`config.mk`:
```
export PLATFORM = sky130hd
export DESIGN_NAME = sdiv_seq
export DESIGN_NICKNAME = d
export VERILOG_FILES = /design/src/rtl/sdiv_pkg.sv /design/src/rtl/sdiv_cond_neg.sv /design/src/rtl/sdiv_udiv_core.sv /design/src/rtl/sdiv_seq.sv
export SDC_FILE = /design/constraint.sdc
export NUM_CORES = 1
export LEC_CHECK = 0
export ABC_CLOCK_PERIOD_IN_PS = 7000
export BUFFER_PORTS_ARGS = -buffer_cell sky130_fd_sc_hd__clkbuf_2
export CORE_MARGIN = 2
export CORE_UTILIZATION = 60
export DETAILED_ROUTE_END_ITERATION = 8
export PLACE_DENSITY = 0.9
export SYNTH_ARGS = -nofsm -noshare
export SYNTH_HDL_FRONTEND = slang
export SYNTH_SLANG_ARGS = --single-unit
```
`constraint.sdc`:
```
create_clock -name clk -period 7 [get_ports clk]
set_clock_uncertainty 0.05 [all_clocks]
set_input_delay 1.4 -clock clk [delete_from_list [all_inputs] [get_ports clk]]
set_output_delay 1.4 -clock clk [all_outputs]
set_load 0.1 [all_outputs]
```
`src/rtl/sdiv_pkg.sv`:
```
package sdiv_pkg;
    typedef enum logic [2:0] {
        S_IDLE,
        S_CHECK,
        S_HIGH,
        S_LOW,
        S_DONE
    } sdiv_state_e;
endpackage

```
`src/rtl/sdiv_cond_neg.sv`:
```
module sdiv_cond_neg #(
    parameter int W = 16
) (
    input  logic [W-1:0] val_i,
    input  logic         neg_i,
    output logic [W-1:0] val_o
);
    assign val_o = neg_i ? ({W{1'b0}} - val_i) : val_i;
endmodule

```
`src/rtl/sdiv_udiv_core.sv`:
```
module sdiv_udiv_core #(
    parameter int W = 16
) (
    input  logic         clk,
    input  logic         rst_n,
    input  logic         load_i,
    input  logic [W-1:0] rem_i,
    input  logic [W-1:0] num_i,
    input  logic [W-1:0] den_i,
    output logic         done_o,
    output logic [W-1:0] quo_o,
    output logic [W-1:0] rem_o
);
    localparam int CW = $clog2(W + 1);

    logic [W-1:0]  rem_q, num_q, den_q;
    logic [CW-1:0] cnt_q;
    logic          busy_q, done_q;

    logic [W:0]    shifted, diff;
    logic          fits;
    logic [W-1:0]  rem_nxt;

    always_comb begin
        shifted = {rem_q, num_q[W-1]};
        fits    = shifted >= {1'b0, den_q};
        diff    = shifted - {1'b0, den_q};
        rem_nxt = fits ? diff[W-1:0] : shifted[W-1:0];
    end

    always_ff @(posedge clk or negedge rst_n) begin
        if (!rst_n) begin
            rem_q  <= '0;
            num_q  <= '0;
            den_q  <= '0;
            cnt_q  <= '0;
            busy_q <= 1'b0;
            done_q <= 1'b0;
        end else if (load_i) begin
            rem_q  <= rem_i;
            num_q  <= num_i;
            den_q  <= den_i;
            cnt_q  <= CW'(W);
            busy_q <= 1'b1;
            done_q <= 1'b0;
        end else if (busy_q) begin
            rem_q  <= rem_nxt;
            num_q  <= {num_q[W-2:0], fits};
            cnt_q  <= cnt_q - 1'b1;
            busy_q <= (cnt_q != CW'(1));
            done_q <= (cnt_q == CW'(1));
        end else begin
            done_q <= 1'b0;
        end
    end

    assign done_o = done_q;
    assign quo_o  = num_q;
    assign rem_o  = rem_q;

    // restoring invariant, partial remainder stays below the divisor
    a_r4_rem_below_den: assert property (@(posedge clk) disable iff (!rst_n)
        busy_q |-> (rem_q < den_q));

    // each pass signals completion for a single cycle
    a_r2_core_pulse: assert property (@(posedge clk) disable iff (!rst_n)
        done_q |=> !done_q);
endmodule

```
`src/rtl/sdiv_seq.sv`:
```
module sdiv_seq
    import sdiv_pkg::*;
#(
    parameter int DVS_W = 16
) (
    input  logic                 clk,
    input  logic                 rst_n,
    input  logic                 start_i,
    input  logic [2*DVS_W-1:0]   dividend_i,
    input  logic [DVS_W-1:0]     divisor_i,
    output logic                 ready_o,
    output logic                 done_o,
    output logic [2*DVS_W-1:0]   quotient_o,
    output logic [DVS_W-1:0]     remainder_o,
    output logic                 div_zero_o
);
    localparam int DVD_W = 2 * DVS_W;

    sdiv_state_e state_q, state_d;

    logic [DVD_W-1:0] dvd_q, mag_dvd, mag_dvd_q;
    logic [DVS_W-1:0] dvs_q, mag_dvs, mag_dvs_q;
    logic             qneg_q, dneg_q;
    logic [DVS_W-1:0] qhi_q;
    logic [DVD_W-1:0] quo_q, quo_signed;
    logic [DVS_W-1:0] rem_q, rem_signed;
    logic             dz_q;

    logic             core_load, core_done;
    logic [DVS_W-1:0] core_rem_in, core_num_in, core_den_in, core_quo, core_rem;
    logic             dvs_zero;

    assign dvs_zero = (dvs_q == '0);

    sdiv_cond_neg #(.W(DVD_W)) i_mag_dvd (
        .val_i(dvd_q), .neg_i(dvd_q[DVD_W-1]), .val_o(mag_dvd));
    sdiv_cond_neg #(.W(DVS_W)) i_mag_dvs (
        .val_i(dvs_q), .neg_i(dvs_q[DVS_W-1]), .val_o(mag_dvs));
    sdiv_cond_neg #(.W(DVD_W)) i_fix_quo (
        .val_i({qhi_q, core_quo}), .neg_i(qneg_q), .val_o(quo_signed));
    sdiv_cond_neg #(.W(DVS_W)) i_fix_rem (
        .val_i(core_rem), .neg_i(dneg_q), .val_o(rem_signed));

    always_comb begin
        core_load   = 1'b0;
        core_rem_in = core_rem;
        core_num_in = mag_dvd_q[DVS_W-1:0];
        core_den_in = mag_dvs_q;
        if (state_q == S_CHECK) begin
            core_load   = !dvs_zero;
            core_rem_in = '0;
            core_num_in = mag_dvd[DVD_W-1:DVS_W];
            core_den_in = mag_dvs;
        end else if (state_q == S_HIGH) begin
            core_load   = core_done;
        end
    end

    sdiv_udiv_core #(.W(DVS_W)) i_core (
        .clk(clk), .rst_n(rst_n), .load_i(core_load),
        .rem_i(core_rem_in), .num_i(core_num_in), .den_i(core_den_in),
        .done_o(core_done), .quo_o(core_quo), .rem_o(core_rem));

    // next-state logic
    always_comb begin
        state_d = state_q;
        unique case (state_q)
            S_IDLE:  if (start_i)   state_d = S_CHECK;
            S_CHECK: state_d = dvs_zero ? S_DONE : S_HIGH;
            S_HIGH:  if (core_done) state_d = S_LOW;
            S_LOW:   if (core_done) state_d = S_DONE;
            S_DONE:  state_d = S_IDLE;
            default: state_d = S_IDLE;
        endcase
    end

    // state register
    always_ff @(posedge clk or negedge rst_n) begin
        if (!rst_n) state_q <= S_IDLE;
        else        state_q <= state_d;
    end

    // datapath and output registers
    always_ff @(posedge clk or negedge rst_n) begin
        if (!rst_n) begin
            dvd_q     <= '0;
            dvs_q     <= '0;
            mag_dvd_q <= '0;
            mag_dvs_q <= '0;
            qneg_q    <= 1'b0;
            dneg_q    <= 1'b0;
            qhi_q     <= '0;
            quo_q     <= '0;
            rem_q     <= '0;
            dz_q      <= 1'b0;
        end else begin
            unique case (state_q)
                S_IDLE: if (start_i) begin
                    dvd_q <= dividend_i;
                    dvs_q <= divisor_i;
                end
                S_CHECK: begin
                    mag_dvd_q <= mag_dvd;
                    mag_dvs_q <= mag_dvs;
                    qneg_q    <= dvd_q[DVD_W-1] ^ dvs_q[DVS_W-1];
                    dneg_q    <= dvd_q[DVD_W-1];
                    if (dvs_zero) begin
                        quo_q <= '0;
                        rem_q <= '0;
                        dz_q  <= 1'b1;
                    end
                end
                S_HIGH: if (core_done) qhi_q <= core_quo;
                S_LOW: if (core_done) begin
                    quo_q <= quo_signed;
                    rem_q <= rem_signed;
                    dz_q  <= 1'b0;
                end
                S_DONE: ;
                default: ;
            endcase
        end
    end

    assign ready_o     = (state_q == S_IDLE);
    assign done_o      = (state_q == S_DONE);
    assign quotient_o  = quo_q;
    assign remainder_o = rem_q;
    assign div_zero_o  = dz_q;

    // completion is a single-cycle pulse
    a_r2_done_pulse: assert property (@(posedge clk) disable iff (!rst_n)
        done_o |=> !done_o);

    // zero divisor completes on the following edge
    a_r3_zero_fast: assert property (@(posedge clk) disable iff (!rst_n)
        (state_q == S_CHECK && dvs_zero) |=> (done_o && div_zero_o));

    // zero-divide results are cleared
    a_r3_zero_result: assert property (@(posedge clk) disable iff (!rst_n)
        (done_o && div_zero_o) |-> (quotient_o == '0 && remainder_o == '0));

    // nonzero remainder carries the dividend sign
    a_r5_rem_sign: assert property (@(posedge clk) disable iff (!rst_n)
        (done_o && !div_zero_o && remainder_o != '0)
            |-> (remainder_o[DVS_W-1] == dvd_q[DVD_W-1]));

    // captured operands do not move while busy
    a_r8_capture_stable: assert property (@(posedge clk) disable iff (!rst_n)
        !ready_o |=> ($stable(dvd_q) && $stable(dvs_q)));

    // results move only with the completion pulse
    a_r9_hold: assert property (@(posedge clk) disable iff (!rst_n)
        !done_o |-> ($stable(quotient_o) && $stable(remainder_o) && $stable(div_zero_o)));
endmodule

```
==> results of run 1 <==
-- where the power goes --
group / total [mW] / internal, mW / switching [mW]
sequential: 2.31 / 1.69 / 0.624
combinational: 3.37 / 1.27 / 2.10
clock: 1.20 / 0.743 / 0.458
-- cell type report --
| type | count | share of cell area [%] |
|---|---|---|
| Timing Repair Buffer | 111 | 4.82 |
| Multi-Input combinational cell | 787 | 43.8 |
| Inverter | 33 | 1.01 |
| Clock inverter | 8 | 1.20 |
| Tap cell | 229 | 2.34 |
| Clock buffer | 29 | 4.87 |
| Sequential cell | 205 | 42.0 |
-- metal layers --
layer  GRT usage, %  routed length (um)  vias up
met5              0                   0        -
met4           6.82                 382        0
met3           4.35                1600       29
met2           40.9               11500      297
met1           36.0               11000     4133
li1               -                   -     4014
-- path summary, 6_finish.rpt --
kind,start,to,slack (ns),depth (start not counted)
max reg2reg,dvs_q[0],i_core.rem_o[7],4.02,8
max in group asynchronous,rst_n,mag_dvs_q[2],4.67,2
min reg2reg,quotient_o[10],quotient_o[10],0.43,2
min in group asynchronous,rst_n,dvs_q[4],0.83,1
max,state_q[2],ready_o,3.77,2
min,quotient_o[10],quotient_o[10],0.43,2
-- worst reg2reg max path, cell delays in order (launching register included) --
cell and delay [ns]:
dfrtp_1 0.39, inv_1 0.10, ha_1 0.18, or3b_2 0.54
nor2_2 0.32, a21oi_2 0.18, nor2_1 0.87, nand2_1 0.14
o211ai_1 0.13
-- kinds of logic after synthesis --
family          share of synthesized area [%]
simple gates                             13.9
mux                                      9.29
buf+inv                                  3.73
flops                                    47.2
fa+ha+maj                                2.72
compound gates                           14.8
xor+xnor                                 8.31
-- cells in the final DEF (no fill, tap or decap), types with 11 or more instances in the layout --
master / count
a21oi_1: 31
clkbuf_16: 21
clkbuf_2: 100
dfrtp_1: 205
ha_1: 22
inv_1: 33
mux2_2: 66
mux2i_1: 19
nand2_1: 155
nand3_1: 16
nand4_1: 20
nor2_1: 36
nor3_1: 13
o211ai_1: 17
o21ai_0: 122
o221ai_1: 12
o31ai_1: 29
o41ai_1: 13
or3_1: 12
or4_1: 11
xnor2_1: 19
xor2_1: 84
-- registers in the layout (all words and copies together), names as in the netlist, 5 cells and up --
signal and count:
dvs_q 16, quotient_o 32, i_core.quo_o 16, i_core.den_q 16, remainder_o 16, mag_dvs_q 16, i_core.cnt_q 5, qhi_q 16
mag_dvd_q 16, dvd_q 32, i_core.rem_o 16
-- through the flow --
step                power (mW)  hold WS (ns)
floorplan                 4.86         0.394
global placement          5.52         0.411
detailed placement        5.64         0.420
CTS                       6.88         0.434
global route              7.33         0.450
finish                    6.88         0.428
==> impl_results.html, run 1 <==
<table>
<tr><th>Metric</th><th>Value</th></tr>
<tr><th colspan="2">Status</th></tr>
<tr><td>Run status</td><td>complete, no violations</td></tr>
<tr><th colspan="2">STA</th></tr>
<tr><td>Setup repair after global routing missed its margin</td><td>false</td></tr>
<tr><td>Fin. Hold Viols</td><td>0</td></tr>
<tr><td>Final setup violation count</td><td>0</td></tr>
<tr><td>Final TNS setup</td><td>0 ns</td></tr>
<tr><td>Transition time of the tightest slew-check pin</td><td>1.16 ns</td></tr>
<tr><td>Period Utilization, post-route</td><td>46.1%</td></tr>
<tr><td>Fin crit period</td><td>3.23 ns</td></tr>
<tr><td>Max-slew violations</td><td>0</td></tr>
<tr><td>Max transition margin</td><td>22.7%</td></tr>
<tr><td>Slack of the critical path</td><td>3.77 ns</td></tr>
<tr><td>Maximum frequency from static timing analysis</td><td>0.310 GHz</td></tr>
<tr><th colspan="2">CTS</th></tr>
<tr><td>Max clock buf depth</td><td>3</td></tr>
<tr><td>Worst skew pair latency</td><td>0.51 ns</td></tr>
<tr><td>Number of setup buffers added after CTS</td><td>0</td></tr>
<tr><td>CTS H-Tree Depth</td><td>1</td></tr>
<tr><td>TritonCTS sink count</td><td>205</td></tr>
<tr><td>Cts repair resizes</td><td>0</td></tr>
<tr><td>Clk root buf</td><td>clkbuf_16</td></tr>
<tr><td>Inserted Clock Buffers</td><td>21</td></tr>
<tr><td>Clk slew on worst S/H paths</td><td>0.06 ns</td></tr>
<tr><td>Clock tree from TritonCTS</td><td>done</td></tr>
<tr><td>CTS hold repair buffers</td><td>0</td></tr>
<tr><th colspan="2">Synthesis</th></tr>
<tr><td>Post-synth EDFFs</td><td>0</td></tr>
<tr><td>Unique cell type count in the Yosys netlist</td><td>62</td></tr>
<tr><td>Sequential-to-total area share from yosys stat</td><td>47.2%</td></tr>
<tr><td>Post-synthesis sequential element count</td><td>205</td></tr>
<tr><td>Ys async rst share</td><td>100%</td></tr>
<tr><td>Synthesized netlist net count</td><td>1168</td></tr>
<tr><td>Post-synth design cell area</td><td>0.0109 mm^2</td></tr>
<tr><td>Top-area cell type share of the netlist area</td><td>47.2%</td></tr>
<tr><td>Post-synthesis average cell area</td><td>9.93 um^2</td></tr>
<tr><td>Cells taking the most area after synthesis</td><td>dfrtp_1 47%, mux2_2 6.8%, xor2_1 6.8%</td></tr>
<tr><td>Ys flop type</td><td>dfrtp_1</td></tr>
<tr><td>Largest area contributor in the netlist</td><td>dfrtp_1</td></tr>
<tr><td>Most common cell in the netlist</td><td>dfrtp_1</td></tr>
<tr><td>Commonest cells post-synth</td><td>205 x dfrtp_1, 155 x nand2_1, 122 x o21ai_0</td></tr>
<tr><td>Number of warning messages in the yosys log</td><td>0</td></tr>
<tr><td>Number of instances in the synthesized netlist</td><td>1094</td></tr>
<tr><th colspan="2">Floorplan</th></tr>
<tr><td>Die Outline Area</td><td>0.0192 mm^2</td></tr>
<tr><td>Ports</td><td>102</td></tr>
<tr><td>Chip width</td><td>139 um</td></tr>
<tr><td>Placeable core region</td><td>0.0178 mm^2</td></tr>
<tr><td>Starting density of the core</td><td>60.9%</td></tr>
<tr><td>Cell Rows</td><td>49</td></tr>
<tr><td>Die Span Y</td><td>139 um</td></tr>
<tr><th colspan="2">Drt</th></tr>
<tr><td>Total Routed Length</td><td>24.4 mm</td></tr>
<tr><td>Routed Antenna Nets</td><td>0</td></tr>
<tr><td>Iter 0 DRT Violations</td><td>553</td></tr>
<tr><td>Routed vias</td><td>8473</td></tr>
<tr><td>Average wire length per cell after detail routing</td><td>17.4 um</td></tr>
<tr><td>DRC</td><td>0</td></tr>
<tr><td>Drt pass-1 iters</td><td>5</td></tr>
<tr><td>Via density per instance</td><td>6.04</td></tr>
<tr><th colspan="2">Setup path</th></tr>
<tr><td>Family with the most delay on the worst path</td><td>buffers and inverters</td></tr>
<tr><td>Max incr delay on CP</td><td>0.52 ns</td></tr>
<tr><td>Crit path capture type</td><td>primary output</td></tr>
<tr><td>Worst-path fanout max</td><td>6</td></tr>
<tr><td>CP Data Arrival Time</td><td>1.78 ns</td></tr>
<tr><td>Crit path max-delay cell type</td><td>clkbuf_2</td></tr>
<tr><td>Buffering stage count on the worst path with inverters included</td><td>1</td></tr>
<tr><td>Critical path class</td><td>reg -&gt; out</td></tr>
<tr><td>Kind of launch point of the worst setup path</td><td>flop</td></tr>
<tr><td>WP data required</td><td>5.55 ns</td></tr>
<tr><td>Cell chain of the critical path</td><td>nor3_1 -&gt; clkbuf_2</td></tr>
<tr><th colspan="2">Layout</th></tr>
<tr><td>Count of placed standard cells in the final layout, fillers left out</td><td>1402</td></tr>
<tr><td>Fin util</td><td>68.5%</td></tr>
<tr><td>Relative area change from synthesis to final layout</td><td>12.6%</td></tr>
<tr><td>Final-stage net count</td><td>1233</td></tr>
<tr><td>Fraction of layout cells with a size suffix above 1</td><td>19.9%</td></tr>
<tr><td>Combined area of the multi-input logic cells</td><td>0.00536 mm^2</td></tr>
<tr><td>Register Area</td><td>0.00513 mm^2</td></tr>
<tr><td>Final design instance area without fill</td><td>0.0122 mm^2</td></tr>
<tr><td>Antenna diode count</td><td>0</td></tr>
<tr><td>Count of fill cells added during filler insertion</td><td>1286</td></tr>
<tr><th colspan="2">Power</th></tr>
<tr><td>Cell area power density</td><td>563 mW/mm^2</td></tr>
<tr><td>Worst vdd rail ir drop</td><td>0.370 mV</td></tr>
<tr><td>Static leakage</td><td>5.55 nW</td></tr>
<tr><th colspan="2">GRT</th></tr>
<tr><td>Number of antenna violations at the first check in global routing</td><td>0</td></tr>
<tr><td>Vias in the first global route</td><td>8192</td></tr>
<tr><td>Overall routing resource usage</td><td>25.3%</td></tr>
<tr><td>Overflow after GRT</td><td>0</td></tr>
<tr><td>Pin count of the biggest net entering global routing</td><td>79</td></tr>
<tr><td>Wire length of the first global-routing pass</td><td>40.6 mm</td></tr>
<tr><th colspan="2">Placed design</th></tr>
<tr><td>Placed Instance Area</td><td>0.0115 mm^2</td></tr>
<tr><td>Worst slack at placement</td><td>3.96 ns</td></tr>
<tr><td>Post-detailed-placement half-perimeter wirelength</td><td>17.3 mm</td></tr>
<tr><td>Number of placed instances with taps included</td><td>1365</td></tr>
<tr><td>Input/output buffers</td><td>101</td></tr>
<tr><td>Routability Congestion</td><td>0.935</td></tr>
<tr><th colspan="2">Min path</th></tr>
<tr><td>Min-delay worst type</td><td>reg -&gt; reg</td></tr>
<tr><th colspan="2">Flow run</th></tr>
<tr><td>Number of maximum-capacitance constraint violations</td><td>0</td></tr>
</table>
Power figures use the tool's default switching activity.
==> run 2: changes to the inputs <==
--- a/config.mk
+++ b/config.mk
@@ -5,7 +5,7 @@
 export SDC_FILE = /design/constraint.sdc
 export NUM_CORES = 1
 export LEC_CHECK = 0
-export ABC_CLOCK_PERIOD_IN_PS = 7000
+export ABC_CLOCK_PERIOD_IN_PS = 3200
 export BUFFER_PORTS_ARGS = -buffer_cell sky130_fd_sc_hd__clkbuf_2
 export CORE_MARGIN = 2
 export CORE_UTILIZATION = 60
==> constraint.sdc (replaced) <==
create_clock -name clk -period 3.2 [get_ports clk]
set_clock_uncertainty 0.05 [all_clocks]
set_input_delay 0.64 -clock clk [delete_from_list [all_inputs] [get_ports clk]]
set_output_delay 0.64 -clock clk [all_outputs]
set_load 0.1 [all_outputs]
==> run 2 against run 1 <==
Total power up 120%. Clock-buffer cell count is 6 higher. Via count is 1.7% higher. Combinational power up 130%. Non-clock buffer count grew 14. Die area is the same. First-iteration DRC count is 48% higher. Clock power rose by 120%. Setup slack lost 3.5 ns. Global-route usage grew 0.95 points. Critical path depth rose by 6. Sequential share of layout area is 0.53 points lower.
==> impl_results.html, run 2 (synthesized netlist as in run 1, its figures left out) <==
<table>
<tr><th>Metric</th><th>Value</th></tr>
<tr><th colspan="2">Status</th></tr>
<tr><td>Run status</td><td>complete, no violations</td></tr>
<tr><th colspan="2">CTS</th></tr>
<tr><td>Clock tree from TritonCTS</td><td>done</td></tr>
<tr><td>Number of setup buffers added after CTS</td><td>0 (unchanged)</td></tr>
<tr><td>CTS H-Tree Depth</td><td>1 (unchanged)</td></tr>
<tr><td>TritonCTS sink count</td><td>205 (unchanged)</td></tr>
<tr><td>Max clock buf depth</td><td>3 (unchanged)</td></tr>
<tr><td>CTS hold repair buffers</td><td>0 (unchanged)</td></tr>
<tr><td>Inserted Clock Buffers</td><td>22 (+4.8%)</td></tr>
<tr><td>Cts repair resizes</td><td>0 (unchanged)</td></tr>
<tr><td>Worst skew pair latency</td><td>0.52 ns (about the same)</td></tr>
<tr><td>Clk slew on worst S/H paths</td><td>0.06 ns (about the same)</td></tr>
<tr><td>Clk root buf</td><td>clkbuf_16</td></tr>
<tr><th colspan="2">Placed design</th></tr>
<tr><td>Number of placed instances with taps included</td><td>1378 (+0.95%)</td></tr>
<tr><td>Input/output buffers</td><td>101 (unchanged)</td></tr>
<tr><td>Post-detailed-placement half-perimeter wirelength</td><td>17.9 mm (+3.7%)</td></tr>
<tr><td>Routability Congestion</td><td>0.924 (-1.2%)</td></tr>
<tr><td>Worst slack at placement</td><td>0.326 ns (-3.63 ns)</td></tr>
<tr><td>Placed Instance Area</td><td>0.0116 mm^2 (+1.0%)</td></tr>
<tr><th colspan="2">Power</th></tr>
<tr><td>Combinational Power Share</td><td>50.3% (+1.4 points)</td></tr>
<tr><td>Internal power contribution</td><td>8.15 mW (+120%)</td></tr>
<tr><td>Share of total power consumed by net switching</td><td>46.6% (+0.37 points)</td></tr>
<tr><td>Static leakage</td><td>5.64 nW (+1.7%)</td></tr>
<tr><td>Net switching power</td><td>7.13 mW (+120%)</td></tr>
<tr><td>Register share of total power</td><td>32.5% (-1.1 points)</td></tr>
<tr><td>Worst vdd rail ir drop</td><td>0.855 mV (+130%)</td></tr>
<tr><td>Cell area power density</td><td>1230 mW/mm^2 (+120%)</td></tr>
<tr><td>Proportion of power drawn by the clock network</td><td>17.2% (-0.3 points)</td></tr>
<tr><th colspan="2">GRT</th></tr>
<tr><td>Overflow after GRT</td><td>0 (unchanged)</td></tr>
<tr><td>Number of antenna violations at the first check in global routing</td><td>0 (unchanged)</td></tr>
<tr><td>Vias in the first global route</td><td>8260 (+0.83%)</td></tr>
<tr><td>Pin count of the biggest net entering global routing</td><td>66 (-16%)</td></tr>
<tr><td>Wire length of the first global-routing pass</td><td>42.0 mm (+3.3%)</td></tr>
<tr><td>Overall routing resource usage</td><td>26.3% (+0.95 points)</td></tr>
<tr><th colspan="2">Setup path</th></tr>
<tr><td>Kind of launch point of the worst setup path</td><td>flop</td></tr>
<tr><td>Cell chain of the critical path</td><td>inv_1 -&gt; ha_1 -&gt; or3b_2 -&gt; nor2_2 -&gt; a21oi_2 -&gt; or2_1 -&gt; buf_4 -&gt; o221ai_1</td></tr>
<tr><td>Crit path max-delay cell type</td><td>or3b_2</td></tr>
<tr><td>Worst-path fanout max</td><td>17 (+11)</td></tr>
<tr><td>Crit path capture type</td><td>flop</td></tr>
<tr><td>Critical path class</td><td>reg -&gt; reg</td></tr>
<tr><td>Launch point of the worst reg-to-reg path</td><td>dvs_q[0]</td></tr>
<tr><td>CP Data Arrival Time</td><td>3.28 ns (+1.50 ns)</td></tr>
<tr><td>WP data required</td><td>3.57 ns (-1.98 ns)</td></tr>
<tr><td>Beginning of the critical path</td><td>dvs_q[0]</td></tr>
<tr><td>Max incr delay on CP</td><td>0.54 ns (+0.02 ns)</td></tr>
<tr><th colspan="2">Layout</th></tr>
<tr><td>Most common library cell in the layout ignoring fill and taps</td><td>dfrtp_1</td></tr>
<tr><td>Most frequent cells in the layout</td><td>205 x dfrtp_1, 155 x nand2_1, 122 x o21ai_0</td></tr>
<tr><td>Relative area change from synthesis to final layout</td><td>14.0%</td></tr>
<tr><td>Final design instance area without fill</td><td>0.0124 mm^2 (+1.3%)</td></tr>
<tr><td>Register Area</td><td>0.00513 mm^2 (unchanged)</td></tr>
<tr><td>Antenna diode count</td><td>0 (unchanged)</td></tr>
<tr><td>Fin util</td><td>69.4% (+0.88 points)</td></tr>
<tr><td>Final-stage net count</td><td>1248 (+1.2%)</td></tr>
<tr><td>Fraction of layout cells with a size suffix above 1</td><td>21.0% (+1.1 points)</td></tr>
<tr><td>Count of placed standard cells in the final layout, fillers left out</td><td>1419 (+1.2%)</td></tr>
<tr><td>Count of fill cells added during filler insertion</td><td>1272 (-1.1%)</td></tr>
<tr><td>Combined area of the multi-input logic cells</td><td>0.00536 mm^2 (about the same)</td></tr>
<tr><th colspan="2">Drt</th></tr>
<tr><td>Average wire length per cell after detail routing</td><td>17.9 um (+2.7%)</td></tr>
<tr><td>Routed Antenna Nets</td><td>0 (unchanged)</td></tr>
<tr><td>DRC</td><td>0 (unchanged)</td></tr>
<tr><td>Iter 0 DRT Violations</td><td>820 (+48%)</td></tr>
<tr><td>Total Routed Length</td><td>25.4 mm (+4.0%)</td></tr>
<tr><td>Via density per instance</td><td>6.07 (+0.45%)</td></tr>
<tr><td>Routed vias</td><td>8614 (+1.7%)</td></tr>
<tr><td>Drt pass-1 iters</td><td>5 (unchanged)</td></tr>
<tr><th colspan="2">STA</th></tr>
<tr><td>Fin. Hold Viols</td><td>0 (unchanged)</td></tr>
<tr><td>Final TNS setup</td><td>0 ns (unchanged)</td></tr>
<tr><td>Period Utilization, post-route</td><td>90.9%</td></tr>
<tr><td>Maximum frequency from static timing analysis</td><td>0.344 GHz</td></tr>
<tr><td>Max-slew violations</td><td>0 (unchanged)</td></tr>
<tr><td>Final setup violation count</td><td>0 (unchanged)</td></tr>
<tr><td>Max transition margin</td><td>40.3% (+18 points)</td></tr>
<tr><td>Fin crit period</td><td>2.91 ns</td></tr>
<tr><td>Setup repair after global routing missed its margin</td><td>false</td></tr>
<tr><td>Slack of the critical path</td><td>0.290 ns (-3.48 ns)</td></tr>
<tr><td>Transition time of the tightest slew-check pin</td><td>0.896 ns (-0.263 ns)</td></tr>
<tr><th colspan="2">Floorplan</th></tr>
<tr><td>Ports</td><td>102 (unchanged)</td></tr>
<tr><td>Die Span Y</td><td>139 um (unchanged)</td></tr>
<tr><td>Placeable core region</td><td>0.0178 mm^2 (unchanged)</td></tr>
<tr><td>Die Outline Area</td><td>0.0192 mm^2 (unchanged)</td></tr>
<tr><td>Chip width</td><td>139 um (unchanged)</td></tr>
<tr><td>Cell Rows</td><td>49 (unchanged)</td></tr>
<tr><td>Starting density of the core</td><td>60.9% (unchanged)</td></tr>
<tr><th colspan="2">Min path</th></tr>
<tr><td>Min-delay worst type</td><td>in -&gt; async</td></tr>
<tr><th colspan="2">Flow run</th></tr>
<tr><td>Number of maximum-capacitance constraint violations</td><td>0 (unchanged)</td></tr>
</table>
==> run 2: changes by cell type in the layout (fill, tap and decap cells not counted), moves of 2 or more <==
| cell | previous run | this run |
|---|---|---|
| buf_4 | 10 | 22 |
| clkbuf_8 | 5 | 8 |
| bufinv_16 | 4 | 2 |
| clkbuf_1 | 4 | 6 |
==> run 2: layer usage <==
layer	vias up	GRT usage (%)	wire, um
met5	-	0	0
met3	45	4.04	1890
met2	372	41.1	11700
li1	4047	-	-
met1	4150	38.8	11200
met4	0	7.14	572
==> run 2: final timing paths <==
check                                       end  slack, ns  cells past startpoint
max in group asynchronous       i_core.rem_o[1]       2.17                      2
worst max-delay path            i_core.quo_o[6]       0.29                      8
worst max register to register  i_core.quo_o[6]       0.29                      8
min in group clk                       dvd_q[0]       0.28                      3
worst min-delay path            i_core.rem_o[8]       0.07                      1
worst min register to register   remainder_o[8]       0.43                      2
==> run 2: through the flow <==
step,hold WS (ns),power [mW]
after floorplan,0.294,10.6
after global placement,0.411,12.2
after detailed placement,0.419,12.5
after CTS,0.0828,15.2
after global routing,0.111,16.2
final,0.0691,15.3
==> run 2: cell type report <==
| type | count | share of cell area [%] |
|---|---|---|
| Clock buffer | 35 | 5.41 |
| Clock inverter | 5 | 0.697 |
| Inverter | 33 | 1.00 |
| Multi-Input combinational cell | 787 | 43.3 |
| Sequential cell | 205 | 41.4 |
| Tap cell | 229 | 2.31 |
| Timing Repair Buffer | 125 | 5.87 |
==> run 2: power by group through the flow <==
stage / Sequential (mW) / Clock (mW) / Combinational [mW]
final: 4.97 / 2.62 / 7.69
after global routing: 5.11 / 2.77 / 8.36
after CTS: 4.93 / 2.66 / 7.64
after detailed placement: 4.96 / 0 / 7.55
after global placement: 4.87 / 0 / 7.37
after floorplan: 5.67 / 0 / 4.95
==> run 2: critical path, delay by kind of cell (launching register included) <==
kind	cells	cell delay, ns
simple gates	3	1.35
compound gates	2	0.45
buf+inv	2	0.40
flops	1	0.39
fa+ha+maj	1	0.16
==> run 3: changes to the inputs <==
--- a/config.mk
+++ b/config.mk
@@ -5,12 +5,13 @@
 export SDC_FILE = /design/constraint.sdc
 export NUM_CORES = 1
 export LEC_CHECK = 0
+export ABC_AREA = 1
 export ABC_CLOCK_PERIOD_IN_PS = 3200
 export BUFFER_PORTS_ARGS = -buffer_cell sky130_fd_sc_hd__clkbuf_2
 export CORE_MARGIN = 2
 export CORE_UTILIZATION = 60
 export DETAILED_ROUTE_END_ITERATION = 8
-export PLACE_DENSITY = 0.9
+export PLACE_DENSITY = 0.89
 export SYNTH_ARGS = -nofsm -noshare
 export SYNTH_HDL_FRONTEND = slang
 export SYNTH_SLANG_ARGS = --single-unit
==> run 3 against run 2 <==
Die area is 8.6% higher. Global-route usage up 3.0 points. Total power grew 2.7%.
==> impl_results.html, run 3 <==
<table>
<tr><th>Metric</th><th>Value</th></tr>
<tr><th colspan="2">Drt</th></tr>
<tr><td>Average wire length per cell after detail routing</td><td>15.3 um (-15%)</td></tr>
<tr><td>Iter 0 DRT Violations</td><td>1035 (+26%)</td></tr>
<tr><td>Drt pass-1 iters</td><td>6 (+1)</td></tr>
<tr><td>Total Routed Length</td><td>30.0 mm (+18%)</td></tr>
<tr><td>DRC</td><td>0 (unchanged)</td></tr>
<tr><td>Routed vias</td><td>10839 (+26%)</td></tr>
<tr><td>Routed Antenna Nets</td><td>0 (unchanged)</td></tr>
<tr><td>Via density per instance</td><td>5.52 (-9.0%)</td></tr>
<tr><th colspan="2">CTS</th></tr>
<tr><td>Worst skew pair latency</td><td>0.52 ns (about the same)</td></tr>
<tr><td>Inserted Clock Buffers</td><td>22 (unchanged)</td></tr>
<tr><td>TritonCTS sink count</td><td>205 (unchanged)</td></tr>
<tr><td>Cts repair resizes</td><td>0 (unchanged)</td></tr>
<tr><td>Clk root buf</td><td>clkbuf_16</td></tr>
<tr><td>CTS hold repair buffers</td><td>0 (unchanged)</td></tr>
<tr><td>Number of setup buffers added after CTS</td><td>0 (unchanged)</td></tr>
<tr><td>Clock tree from TritonCTS</td><td>done</td></tr>
<tr><td>CTS H-Tree Depth</td><td>1 (unchanged)</td></tr>
<tr><td>Max clock buf depth</td><td>3 (unchanged)</td></tr>
<tr><td>Clk slew on worst S/H paths</td><td>0.06 ns (about the same)</td></tr>
<tr><th colspan="2">Status</th></tr>
<tr><td>Run status</td><td>complete, no violations</td></tr>
<tr><th colspan="2">Synthesis</th></tr>
<tr><td>Ys flop type</td><td>dfrtp_1</td></tr>
<tr><td>Post-synthesis sequential element count</td><td>205 (unchanged)</td></tr>
<tr><td>Post-synthesis average cell area</td><td>7.38 um^2 (-26%)</td></tr>
<tr><td>Top-area cell type share of the netlist area</td><td>43.4% (-3.9 points)</td></tr>
<tr><td>Commonest cells post-synth</td><td>466 x nand2_1, 205 x dfrtp_1, 167 x nor2_1</td></tr>
<tr><td>Largest area contributor in the netlist</td><td>dfrtp_1</td></tr>
<tr><td>Cells taking the most area after synthesis</td><td>dfrtp_1 43%, nand2_1 15%, nand3_1 5.5%</td></tr>
<tr><td>Sequential-to-total area share from yosys stat</td><td>43.4% (-3.9 points)</td></tr>
<tr><td>Number of warning messages in the yosys log</td><td>0 (unchanged)</td></tr>
<tr><td>Post-synth design cell area</td><td>0.0118 mm^2 (+8.9%)</td></tr>
<tr><td>Unique cell type count in the Yosys netlist</td><td>46 (-26%)</td></tr>
<tr><td>Number of instances in the synthesized netlist</td><td>1603 (+47%)</td></tr>
<tr><td>Post-synth EDFFs</td><td>0 (unchanged)</td></tr>
<tr><td>Synthesized netlist net count</td><td>1677 (+44%)</td></tr>
<tr><td>Ys async rst share</td><td>100% (unchanged)</td></tr>
<tr><td>Most common cell in the netlist</td><td>nand2_1</td></tr>
<tr><th colspan="2">Floorplan</th></tr>
<tr><td>Die Span Y</td><td>144 um (+4.2%)</td></tr>
<tr><td>Ports</td><td>102 (unchanged)</td></tr>
<tr><td>Cell Rows</td><td>51 (+4.1%)</td></tr>
<tr><td>Chip width</td><td>144 um (+4.2%)</td></tr>
<tr><td>Starting density of the core</td><td>61.0% (+0.092 points)</td></tr>
<tr><td>Placeable core region</td><td>0.0194 mm^2 (+8.7%)</td></tr>
<tr><td>Die Outline Area</td><td>0.0208 mm^2 (+8.6%)</td></tr>
<tr><th colspan="2">Placed design</th></tr>
<tr><td>Number of placed instances with taps included</td><td>1926 (+40%)</td></tr>
<tr><td>Routability Congestion</td><td>0.953 (+3.2%)</td></tr>
<tr><td>Input/output buffers</td><td>101 (unchanged)</td></tr>
<tr><td>Post-detailed-placement half-perimeter wirelength</td><td>22.1 mm (+23%)</td></tr>
<tr><td>Placed Instance Area</td><td>0.0125 mm^2 (+7.8%)</td></tr>
<tr><th colspan="2">STA</th></tr>
<tr><td>Max transition margin</td><td>45.2% (+4.9 points)</td></tr>
<tr><td>Final TNS setup</td><td>0 ns (unchanged)</td></tr>
<tr><td>Fin crit period</td><td>2.60 ns (-0.314 ns)</td></tr>
<tr><td>Setup repair after global routing missed its margin</td><td>false</td></tr>
<tr><td>Max-slew violations</td><td>0 (unchanged)</td></tr>
<tr><td>Transition time of the tightest slew-check pin</td><td>0.820 ns (-0.0761 ns)</td></tr>
<tr><td>Maximum frequency from static timing analysis</td><td>0.385 GHz (+12%)</td></tr>
<tr><td>Period Utilization, post-route</td><td>81.1% (-9.8 points)</td></tr>
<tr><td>Final setup violation count</td><td>0 (unchanged)</td></tr>
<tr><td>Fin. Hold Viols</td><td>0 (unchanged)</td></tr>
<tr><th colspan="2">Setup path</th></tr>
<tr><td>Length in cells of the worst reg-to-reg path</td><td>14 (+6)</td></tr>
<tr><td>Crit path max-delay cell type</td><td>fa_1</td></tr>
<tr><td>Cell chain of the critical path</td><td>inv_1 -&gt; ha_1 -&gt; inv_1 -&gt; fa_1 -&gt; nand3_1 -&gt; nand3_1 -&gt; nand2_1 -&gt; nand2_1 -&gt; nand2_1 -&gt; nand2_1 -&gt; nand2_1 -&gt; nand3_1 -&gt; nand2_1 -&gt; nand2_1</td></tr>
<tr><td>Capture point of the worst reg-to-reg path</td><td>i_core.rem_o[14]</td></tr>
<tr><td>Crit path capture type</td><td>flop</td></tr>
<tr><td>Max incr delay on CP</td><td>0.45 ns (-0.09 ns)</td></tr>
<tr><td>Kind of launch point of the worst setup path</td><td>flop</td></tr>
<tr><td>Launch point of the worst reg-to-reg path</td><td>i_core.quo_o[15]</td></tr>
<tr><td>WP data required</td><td>3.56 ns (about the same)</td></tr>
<tr><td>Worst setup slack for register-to-register paths</td><td>0.60 ns (+0.31 ns)</td></tr>
<tr><td>Critical path class</td><td>reg -&gt; reg</td></tr>
<tr><td>Cell type with the highest occurrence count on the critical path</td><td>nand2_1</td></tr>
<tr><td>CP Data Arrival Time</td><td>2.96 ns (-0.32 ns)</td></tr>
<tr><td>Worst-path fanout max</td><td>7 (-10)</td></tr>
<tr><th colspan="2">Power</th></tr>
<tr><td>Static leakage</td><td>6.78 nW (+20%)</td></tr>
<tr><td>Worst vdd rail ir drop</td><td>0.570 mV (-33%)</td></tr>
<tr><td>PnR Total Power</td><td>15.7 mW (+2.7%)</td></tr>
<tr><td>Cell area power density</td><td>1190 mW/mm^2 (-3.9%)</td></tr>
<tr><th colspan="2">Layout</th></tr>
<tr><td>Relative area change from synthesis to final layout</td><td>12.0%</td></tr>
<tr><td>Count of placed standard cells in the final layout, fillers left out</td><td>1962 (+38%)</td></tr>
<tr><td>Final design instance area without fill</td><td>0.0132 mm^2 (+6.9%)</td></tr>
<tr><td>Final-stage net count</td><td>1759 (+41%)</td></tr>
<tr><td>Register Area</td><td>0.00513 mm^2 (unchanged)</td></tr>
<tr><td>Fin util</td><td>68.3% (-1.2 points)</td></tr>
<tr><td>Antenna diode count</td><td>0 (unchanged)</td></tr>
<tr><td>Fraction of layout cells with a size suffix above 1</td><td>12.4% (-8.6 points)</td></tr>
<tr><td>Most common library cell in the layout ignoring fill and taps</td><td>nand2_1</td></tr>
<tr><td>Combined area of the multi-input logic cells</td><td>0.00573 mm^2 (+6.9%)</td></tr>
<tr><td>Most frequent cells in the layout</td><td>465 x nand2_1, 205 x dfrtp_1, 166 x inv_1, 166 x nor2_1, 130 x nand3_1</td></tr>
<tr><td>Count of fill cells added during filler insertion</td><td>1679 (+32%)</td></tr>
<tr><th colspan="2">GRT</th></tr>
<tr><td>Pin count of the biggest net entering global routing</td><td>81 (+23%)</td></tr>
<tr><td>Vias in the first global route</td><td>9883 (+20%)</td></tr>
<tr><td>Wire length of the first global-routing pass</td><td>49.0 mm (+17%)</td></tr>
<tr><td>Overflow after GRT</td><td>0 (unchanged)</td></tr>
<tr><td>Number of antenna violations at the first check in global routing</td><td>0 (unchanged)</td></tr>
<tr><td>Overall routing resource usage</td><td>29.3% (+3.0 points)</td></tr>
<tr><th colspan="2">Flow run</th></tr>
<tr><td>Number of maximum-capacitance constraint violations</td><td>0 (unchanged)</td></tr>
<tr><th colspan="2">Min path</th></tr>
<tr><td>Min-delay worst type</td><td>in -&gt; async</td></tr>
</table>
## run 3: area by class of cell
class                      instances  share of cell area (%)
timing repair buffer             115                    4.96
clock inverter                     6                   0.690
sequential                       205                    38.7
inverter                         174                    4.97
tap                              265                    2.50
multi-input combinational       1167                    43.3
clock buffer                      30                    4.84
## run 3: worst max-delay path: cells and delay by family (launching register included)
kind	cells	cell delay, ns
fa+ha+maj	2	0.67
buf+inv	2	0.39
flops	1	0.38
simple gates	10	0.99
## run 3: how the worst max path moves through the flow
stage                     cells after the start                to  slack [ns]              from
after global placement                       14  i_core.rem_o[14]        0.61  i_core.quo_o[15]
after global routing                         14  i_core.rem_o[14]        0.46  i_core.quo_o[15]
final                                        14  i_core.rem_o[14]        0.60  i_core.quo_o[15]
after floorplan                               6         dvd_q[10]        0.28        state_q[2]
after CTS                                    14  i_core.rem_o[14]        0.64  i_core.quo_o[15]
after detailed placement                     14  i_core.rem_o[14]        0.65  i_core.quo_o[15]
## run 3: report_power, final
group          switching, mW  total [mW]  internal (mW)
clock                   1.02        2.58           1.55
combinational           6.00        8.54           2.54
sequential             0.923        4.58           3.66
## run 3: cells by family (layout without fill, tap and decap cells)
group                      Yosys count  count (layout)  synth area share, %
muxes                                9               9                0.857
AOI/OAI and AO/OA                  227             227                 10.3
DFF                                205             205                 43.4
xor gates and xnor gates            41              41                 3.04
and+or+nand+nor                    867             867                 31.7
buffers and inverters              231             325                 8.23
adders and majority gates           23              23                 2.50
## run 3: per-stage QoR
stage | setup WS [ns] | hold slack, ns
after global routing | 0.456 | 0.159
after CTS | 0.635 | 0.146
final | 0.603 | 0.0929
after detailed placement | 0.647 | 0.415
after floorplan | 0.275 | 0.294
after global placement | 0.614 | 0.407
## run 3: routing by layer
metal | track usage, % | up-vias | routed length [um]
met1 | 42.6 | 4983 | 13700
met3 | 3.41 | 58 | 2150
met5 | 0 | - | 0
met4 | 7.20 | 0 | 570
met2 | 47.1 | 456 | 13600
li1 | - | 5342 | -
